$ cat config.mk
export PLATFORM = sky130hd
export DESIGN_NAME = gpio_chg_bank
export DESIGN_NICKNAME = d
export VERILOG_FILES = /design/src/rtl/gpio_chg_pkg.sv /design/src/rtl/gpio_sync.sv /design/src/rtl/gpio_ctl_regs.sv /design/src/rtl/gpio_chg_detect.sv /design/src/rtl/gpio_chg_bank.sv
export SDC_FILE = /design/constraint.sdc
export NUM_CORES = 1
export LEC_CHECK = 0
export ABC_AREA = 0
export BUFFER_PORTS_ARGS = -buffer_cell sky130_fd_sc_hd__buf_4
export CORE_ASPECT_RATIO = 0.9
export CORE_MARGIN = 2
export CORE_UTILIZATION = 55
export DETAILED_ROUTE_END_ITERATION = 7
export PLACE_DENSITY = 0.81
export SLEW_MARGIN = 20
export SYNTH_ARGS = -nofsm -noshare
export SYNTH_HDL_FRONTEND = slang
export SYNTH_SLANG_ARGS = --single-unit
$ cat constraint.sdc
create_clock -name clk -period 1.8 [get_ports clk]
set_clock_uncertainty 0.15 [all_clocks]
set_input_delay 0.18 -clock clk [delete_from_list [all_inputs] [get_ports clk]]
set_output_delay 0.18 -clock clk [all_outputs]
set_load 0.05 [all_outputs]
$ cat src/rtl/gpio_chg_pkg.sv
package gpio_chg_pkg;
  localparam int unsigned REG_AW = 4;
  localparam logic [REG_AW-1:0] A_DIR   = 4'hA;
  localparam logic [REG_AW-1:0] A_STATE = 4'hB;
  localparam logic [REG_AW-1:0] A_IEN   = 4'hC;
  localparam logic [REG_AW-1:0] A_CTRL  = 4'hE;
  localparam int unsigned CTRL_LATCH_BIT = 0;
  localparam int unsigned CTRL_SRST_BIT  = 3;
endpackage

$ cat src/rtl/gpio_sync.sv
module gpio_sync #(
  parameter int unsigned W      = 8,
  parameter int unsigned STAGES = 2
) (
  input  logic         clk,
  input  logic         rst_n,
  input  logic [W-1:0] d,
  output logic [W-1:0] q
);
  logic [W-1:0] st [STAGES];

  for (genvar s = 0; s < STAGES; s++) begin : g_stage
    always_ff @(posedge clk or negedge rst_n) begin
      if (!rst_n)      st[s] <= '0;
      else if (s == 0) st[s] <= d;
      else             st[s] <= st[(s == 0) ? 0 : s-1];
    end
  end

  assign q = st[STAGES-1];
endmodule

$ cat src/rtl/gpio_ctl_regs.sv
module gpio_ctl_regs
  import gpio_chg_pkg::*;
#(
  parameter int unsigned W = 8
) (
  input  logic              clk,
  input  logic              rst_n,
  input  logic              wr_dir,
  input  logic              wr_state,
  input  logic              wr_ien,
  input  logic              wr_ctrl,
  input  logic              srst,
  input  logic [W-1:0]      wdata,
  output logic [W-1:0]      dir_q,
  output logic [W-1:0]      out_q,
  output logic [W-1:0]      ien_q,
  output logic              latch_q
);
  always_ff @(posedge clk or negedge rst_n) begin
    if (!rst_n) begin
      dir_q   <= '0;
      out_q   <= '0;
      ien_q   <= '0;
      latch_q <= 1'b0;
    end else if (srst) begin
      dir_q   <= '0;
      out_q   <= '0;
      ien_q   <= '0;
      latch_q <= 1'b0;
    end else begin
      if (wr_dir)   dir_q   <= wdata;
      if (wr_state) out_q   <= wdata;
      if (wr_ien)   ien_q   <= wdata;
      if (wr_ctrl)  latch_q <= wdata[CTRL_LATCH_BIT];
    end
  end

  // the self-clearing reset empties every configuration register
  assert_srst_clears_R9: assert property (@(posedge clk) disable iff (!rst_n)
    srst |=> (dir_q == '0) && (ien_q == '0) && !latch_q);
endmodule

$ cat src/rtl/gpio_chg_detect.sv
module gpio_chg_detect #(
  parameter int unsigned W = 8
) (
  input  logic         clk,
  input  logic         rst_n,
  input  logic [W-1:0] sync_in,
  input  logic [W-1:0] en,
  input  logic         latch,
  input  logic         clr,
  input  logic         kill,
  output logic [W-1:0] pend_q,
  output logic [W-1:0] view
);
  logic [W-1:0] ref_q, hit, fresh, pend_n, ref_n;

  function automatic logic [W-1:0] next_pend(
    input logic [W-1:0] pend, input logic [W-1:0] h, input logic [W-1:0] f,
    input logic [W-1:0] e, input logic lt, input logic cl, input logic kl);
    if (kl)      return '0;
    else if (cl) return f;
    else if (lt) return (pend | h) & e;
    else         return h;
  endfunction

  assign hit    = (sync_in ^ ref_q) & en;
  assign fresh  = hit & ~pend_q;
  assign pend_n = next_pend(pend_q, hit, fresh, en, latch, clr, kill);
  assign ref_n  = (pend_n & ref_q) | (~pend_n & sync_in);
  assign view   = latch ? ((pend_q & ~ref_q) | (~pend_q & sync_in)) : sync_in;

  always_ff @(posedge clk or negedge rst_n) begin
    if (!rst_n) begin
      ref_q  <= '0;
      pend_q <= '0;
    end else begin
      ref_q  <= ref_n;
      pend_q <= pend_n;
    end
  end

  // in latched mode a pending enabled change survives until a clear
  assert_latched_hold_R7: assert property (@(posedge clk) disable iff (!rst_n)
    latch && !clr && !kill |=> ($past(pend_q & en) & ~pend_q) == '0);

  // a clearing event drops every bit that was already pending
  assert_clear_drops_old_R8: assert property (@(posedge clk) disable iff (!rst_n)
    clr && !kill |=> (pend_q & $past(pend_q)) == '0);
endmodule

$ cat src/rtl/gpio_chg_bank.sv
module gpio_chg_bank
  import gpio_chg_pkg::*;
#(
  parameter int unsigned W           = 8,
  parameter int unsigned SYNC_STAGES = 2
) (
  input  logic              clk,
  input  logic              rst_n,
  input  logic [REG_AW-1:0] addr,
  input  logic [W-1:0]      wdata,
  input  logic              wr_en,
  input  logic              rd_en,
  output logic [W-1:0]      rdata,
  input  logic [W-1:0]      pin_in,
  output logic [W-1:0]      pin_oe,
  output logic [W-1:0]      pin_out,
  output logic              irq_n
);
  logic [W-1:0] sync_in, dir_q, out_q, ien_q, pend_q, view, en;
  logic         latch_q;
  logic         wr_dir, wr_state, wr_ien, wr_ctrl, srst, rd_state, clr;

  assign wr_dir   = wr_en && (addr == A_DIR);
  assign wr_state = wr_en && (addr == A_STATE);
  assign wr_ien   = wr_en && (addr == A_IEN);
  assign wr_ctrl  = wr_en && (addr == A_CTRL);
  assign srst     = wr_ctrl && wdata[CTRL_SRST_BIT];
  assign rd_state = rd_en && (addr == A_STATE);
  assign clr      = rd_state || wr_dir;
  assign en       = ien_q & ~dir_q;

  gpio_sync #(.W(W), .STAGES(SYNC_STAGES)) u_sync (
    .clk(clk), .rst_n(rst_n), .d(pin_in), .q(sync_in));

  gpio_ctl_regs #(.W(W)) u_regs (
    .clk(clk), .rst_n(rst_n), .wr_dir(wr_dir), .wr_state(wr_state),
    .wr_ien(wr_ien), .wr_ctrl(wr_ctrl), .srst(srst), .wdata(wdata),
    .dir_q(dir_q), .out_q(out_q), .ien_q(ien_q), .latch_q(latch_q));

  gpio_chg_detect #(.W(W)) u_det (
    .clk(clk), .rst_n(rst_n), .sync_in(sync_in), .en(en), .latch(latch_q),
    .clr(clr), .kill(srst), .pend_q(pend_q), .view(view));

  always_comb begin
    rdata = '0;
    if (rd_en) begin
      unique case (addr)
        A_DIR:   rdata = dir_q;
        A_STATE: rdata = view;
        A_IEN:   rdata = ien_q;
        A_CTRL:  rdata = W'(latch_q);
        default: rdata = '0;
      endcase
    end
  end

  assign pin_oe  = dir_q;
  assign pin_out = out_q;
  assign irq_n   = ~|(pend_q & en);

  // a direction write lands on the output enables one edge later
  assert_oe_follows_dir_R2: assert property (@(posedge clk) disable iff (!rst_n)
    wr_dir |=> pin_oe == $past(wdata));

  // software reset releases the interrupt and turns all pins to inputs
  assert_srst_release_R9: assert property (@(posedge clk) disable iff (!rst_n)
    srst |=> (pin_oe == '0) && irq_n);

  // the interrupt needs at least one enabled input pin
  assert_irq_needs_enable_R4: assert property (@(posedge clk) disable iff (!rst_n)
    !irq_n |-> |(ien_q & ~dir_q));

  // reserved control bits read as zero
  assert_ctrl_reserved_R10: assert property (@(posedge clk) disable iff (!rst_n)
    rd_en && (addr == A_CTRL) |-> rdata[W-1:1] == '0);
endmodule

==> results.ini, run 1 <==
[critical_path]
required_ps=1470
path_max_fanout=4
crit_path_end_kind=primary output
path_class=flop to primary output
start_kind=flop
arrival_ps=1520

[logic_synthesis]
synthFlopType=dfrtp_1
synth_top_area_share_pct=52.1
syn_inst=260
synth-edff-count=0
yosysMostFrequentCell=dfrtp_1
ys_top_cells_by_area=dfrtp_1, mux2i_1, nor2_1
yosys_warnings=0
ys_async_sr_fraction_pct=100
synthTopCellsByCount=dfrtp_1, nor2_1, mux2i_1, nand2_1, a21oi_1
yosysUniqueCellTypes=36
yosysTopAreaCell=dfrtp_1
syn_nets=284
synth_area_um2=2740
ys_seq_elements=57
seq_area_frac_synth_pct=52.1
synth_area_per_cell_um2=10.5

[cts]
clk_latency_ps=340
cts_root_buf=clkbuf_8
cts_num_sinks=57
clk_pin_slew_ps=70
cts_tree=done
cts_inserted_buffers=9
cts_max_path_buffers=2
cts_max_level=3

[routing]
drtIter0Drc=106
post_drt_via_cell_ratio=5.45
first_pass_iters=4
post_drt_wl_per_cell_um=15.7
vias=2267
ant_nets=0
routed_wl_um=6510
drc_errors=0

[sta]
min_period_ps=1850
setup_ws_ps=-50.1
rsz0062_at_grt=yes
finalHoldViolCount=0
setup_viol=6
slew_viol_final=0
max_freq_mhz=541
min_period_over_period_pct=103
relSlewSlack_pct=52.6
tightest_slew_ps=712

[run_status]
status=finished, violations left
violations=setup timing

[grt]
grt_first_pass_wirelength_um=11200
overflow=0
grt_max_degree=58
grt_pass1_vias=2349
grt_use_total_pct=26.5
antenna_found_initial=0

[floorplanning]
die_y_um=70.9
die_area_um2=5560
start_util_pct=56.6
die_w_um=78.4
ioPinCount=49
core_area_um2=4830
num_rows=24

[final_layout]
final_area_um2=3830
instances_no_fill=416
syn_to_final_growth_pct=40.0
drive_gt1_share_pct=38.2
fin_nets=371
diodes=0

[place]
dp_hpwl_um=4300
place_inst=377
post-place-ws_ps=75.0
io_buffers=48
place_area_um2=3270
gp_congestion=0.873

[power_and_ir_drop]
leakage_nw=1.79
p_per_area_nw_per_um2=1020
vdd_drop_max_uv=750

[run]
cap_violations=0

[worst_hold_path]
min_path_type=input port to flop

## path summary, 6_finish.rpt
path	start	end	slack [ps]	depth (start not counted)
max in group asynchronous	rst_n	u_regs.latch_q	700	2
min in group asynchronous	rst_n	u_regs.out_q[3]	280	2
hold reg to reg	u_sync.st[15]	u_sync.q[7]	200	0
hold / removal	wdata[3]	u_regs.ien_q[3]	30	2
setup reg to reg	u_regs.dir_q[5]	flop	170	4
setup / recovery	u_regs.latch_q	rdata[2]	-50	6
## where the power goes
| group | switching, mW | total (mW) | internal (mW) |
|---|---|---|---|
| clock network | 0.476 | 1.18 | 0.702 |
| logic | 0.660 | 1.10 | 0.444 |
| registers | 0.148 | 1.61 | 1.46 |
## placed cells by master, fill, tap and decap left out, drive strengths merged, types with 2 or more instances in the layout
cell / Yosys / layout
dfrtp: 57 / 57
nand2: 22 / 22
and2: 8 / 8
clkinv: 0 / 2
o21ai: 11 / 11
a21oi: 17 / 17
nor2: 33 / 33
dlygate4sd3: 0 / 16
and3: 8 / 8
clkbuf: 2 / 12
nand3: 9 / 9
xnor2: 8 / 8
nor4: 2 / 2
nand2b: 9 / 9
mux2i: 22 / 22
mux2: 9 / 9
o221ai: 2 / 2
buf: 9 / 71
o22a: 2 / 2
a22o: 8 / 8
inv: 10 / 10
nor2b: 3 / 3
## per-layer routing
layer / share of wire (%) / wire length, um / up-vias / track usage, %
met5: 0 / 0 / - / 0
met4: 1.8 / 116 / 0 / 10.3
met3: 5.2 / 336 / 11 / 7.40
met2: 50 / 3220 / 64 / 43.6
met1: 44 / 2830 / 1126 / 33.6
li1: - / - / 1066 / -
## area by class of cell
type / instances / area, um^2
repair buffers: 87 / 747
flip-flops and latches: 57 / 1430
multi-input cells: 182 / 1340
well taps: 65 / 81.3
clock inverters: 3 / 40.0
inverters: 10 / 40.0
fillers: 306 / 1000
clock buffers: 12 / 155
## worst max-delay path, cell delays in order (launching register included)
cell	delay [ps]
dfrtp_2	430
buf_6	150
nand2_4	60
and2_4	140
o21ai_2	50
a21oi_2	170
buf_6	180
## metrics by stage
step | TNS, ps | hold slack, ps | utilization (%) | total power [mW]
2_1_floorplan | -315 | -266 | - | 2.25
3_3_place_gp | 0 | 128 | 67.7 | 2.56
3_5_place_dp | 0 | 129 | 67.7 | 2.58
4_1_cts | -200 | 23.7 | 78.3 | 3.88
5_1_grt | -794 | 30.4 | 79.3 | 4.08
6_report | -239 | 27.1 | 79.3 | 3.89
## what timing repair did
item,4_1_cts,5_1_grt
setup endpoints to repair,9,9
pin swaps,12,7
endpoints found under the hold margin,86,0
hold buffers,16,0
setup buffers,6,2
gates cloned,0,0
gates resized for setup,41,8
## cell families after synthesis
kind of cell    after synthesis  synth area share (%)
simple gates                 98                  19.4
buf+inv                      21                  3.93
mux                          31                  11.7
xor+xnor                      8                  2.56
compound gates               45                  10.3
flops                        57                  52.1
Note: power is estimated with default switching activity, not from simulation.
==> inputs of run 2 (changes only) <==
--- a/config.mk
+++ b/config.mk
@@ -9,9 +9,10 @@
 export BUFFER_PORTS_ARGS = -buffer_cell sky130_fd_sc_hd__buf_4
 export CORE_ASPECT_RATIO = 0.9
 export CORE_MARGIN = 2
-export CORE_UTILIZATION = 55
+export CORE_UTILIZATION = 58
+export CTS_BUF_LIST = sky130_fd_sc_hd__clkbuf_2 sky130_fd_sc_hd__clkbuf_4 sky130_fd_sc_hd__clkbuf_8
 export DETAILED_ROUTE_END_ITERATION = 7
-export PLACE_DENSITY = 0.81
+export PLACE_DENSITY = 0.84
 export SLEW_MARGIN = 20
 export SYNTH_ARGS = -nofsm -noshare
 export SYNTH_HDL_FRONTEND = slang
==> run 2 against run 1 <==
  * The flow still finishes with violations (setup timing)
  * Largest power group unchanged
  * Core utilization grew 6.9 points
  * Global-route usage rose by 2.7 points
  * Clock power fell by 6%
  * Sequential power barely moved
  * Sequential share of layout area down 0.36 points
  * Total power shrank 0.59%
  * Critical endpoint is now rdata[6]
  * Largest cell class unchanged
  * Critical path depth is the same
  * Die area fell by 4.9%
  * Combinational power is 4% higher
  * Cell count is 0.72% higher
==> results.ini, run 2 (same netlist as run 1, synthesis figures left out) <==
[grt]
top_usage_layer=met2
grt_use_met2_pct=47.9
grt_first_pass_wirelength_um=12000
grt_pass1_vias=2528
antenna_found_initial=0
grt_use_met3_pct=6.77
overflow=0
grt_max_degree=40
grtUsageMet1_pct=35.8
grt_use_total_pct=29.2

[sta]
setup_viol=7
relSlewSlack_pct=66.4
hold_ws_ps=72.7
min_period_over_period_pct=106
setup_ws_ps=-101
slew_viol_final=0
min_period_ps=1900
finalSetupTns_ps=-357
rsz0062_at_grt=yes
tightest_slew_ps=504
max_freq_mhz=526
finalHoldViolCount=0

[final_layout]
post-route-util_pct=86.2
drive_gt1_share_pct=38.1
nFillCells=237
fin_nets=377
syn_to_final_growth_pct=41.4
diodes=0
final_area_um2=3870
instances_no_fill=419
final_common_cell=buf_4
most-common-layout-cells=buf_4, dfrtp_1, nor2_1

[place]
place_inst=377
gp_congestion=0.850
io_buffers=48
post-place-ws_ps=70.9
dp_hpwl_um=4380
place_area_um2=3290

[floorplanning]
die_y_um=69.2
core_area_um2=4490
num_rows=23
die_w_um=76.4
die_area_um2=5290
ioPinCount=49
start_util_pct=61.0

[critical_path]
path_class=flop to primary output
required_ps=1470
crit_path_end_kind=primary output
start_kind=flop
arrival_ps=1570
path_max_fanout=4

[cts]
cts_max_path_buffers=2
cts_tree=done
clk_latency_ps=330
clk_pin_slew_ps=60
cts_inserted_buffers=9
cts_max_level=3
cts_num_sinks=57
cts_root_buf=clkbuf_8

[power_and_ir_drop]
vdd_drop_max_uv=936
p_sw_share_pct=34.4
p_per_area_nw_per_um2=1000
leakage_nw=1.78
power_frac_seq_pct=42.0
p_clk_share_pct=28.6
combPwrFrac_pct=29.4
p_sw_mw=1.33
intPower_mw=2.54
power_mw=3.87

[routing]
vias=2378
drc_errors=0
routed_wl_um=7420
ant_nets=0
first_pass_iters=4
post_drt_wl_per_cell_um=17.7
post_drt_via_cell_ratio=5.68
drtIter0Drc=175

[run_status]
violations=setup timing
status=finished, violations left

[worst_hold_path]
min_path_type=input port to flop

[run]
cap_violations=0

[run 2: layout make-up]
cell class | count | area, um^2 | area share, %
clock buffers | 13 | 173 | 4.46
clock inverters | 2 | 12.5 | 0.323
inverters | 10 | 40.0 | 1.03
multi-input cells | 182 | 1340 | 34.5
flip-flops and latches | 57 | 1430 | 36.9
well taps | 62 | 77.6 | 2.00
repair buffers | 93 | 805 | 20.8
[run 2: timing repair]
action,in CTS,in global routing
hold buffers,18,0
pin swaps,11,7
hold endpoints to repair,66,0
gates resized for setup,30,15
buffers inserted,8,1
endpoints found under the setup margin,9,9
[run 2: final timing paths]
kind,slack [ps],depth (start not counted),end,start
max,-100,6,rdata[6],u_regs.latch_q
min,70,3,u_regs.ien_q[3],wr_en
max reg2reg,130,4,flop,u_regs.dir_q[5]
min reg2reg,200,0,u_sync.q[0],u_sync.st[8]
max in group asynchronous,770,3,asynchronous set/reset pin,rst_n
min in group asynchronous,230,2,u_regs.dir_q[3],rst_n
[run 2: worst max-delay path: stages (launching register included)]
cell and delay [ps]:
dfrtp_2 430, buf_6 140, buf_6 120, a31oi_4 180, a22oi_2 80, nor2_2 120, buf_6 170
[run 2: metal layers]
metal | up-vias | share of wire, % | wire, um
li1 | 1081 | - | -
met1 | 1189 | 42 | 3100
met4 | 0 | 2.5 | 182
met5 | - | 0 | 0
met2 | 88 | 50 | 3720
met3 | 20 | 5.6 | 419
[run 2: power by group through the flow]
stage / combinational, mW / sequential [mW] / clock, mW
after floorplan: 0.396 / 1.86 / 0
after global placement: 0.922 / 1.63 / 0
after detailed placement: 0.942 / 1.64 / 0
after CTS: 1.09 / 1.61 / 1.12
after global routing: 1.21 / 1.64 / 1.17
final: 1.14 / 1.63 / 1.11
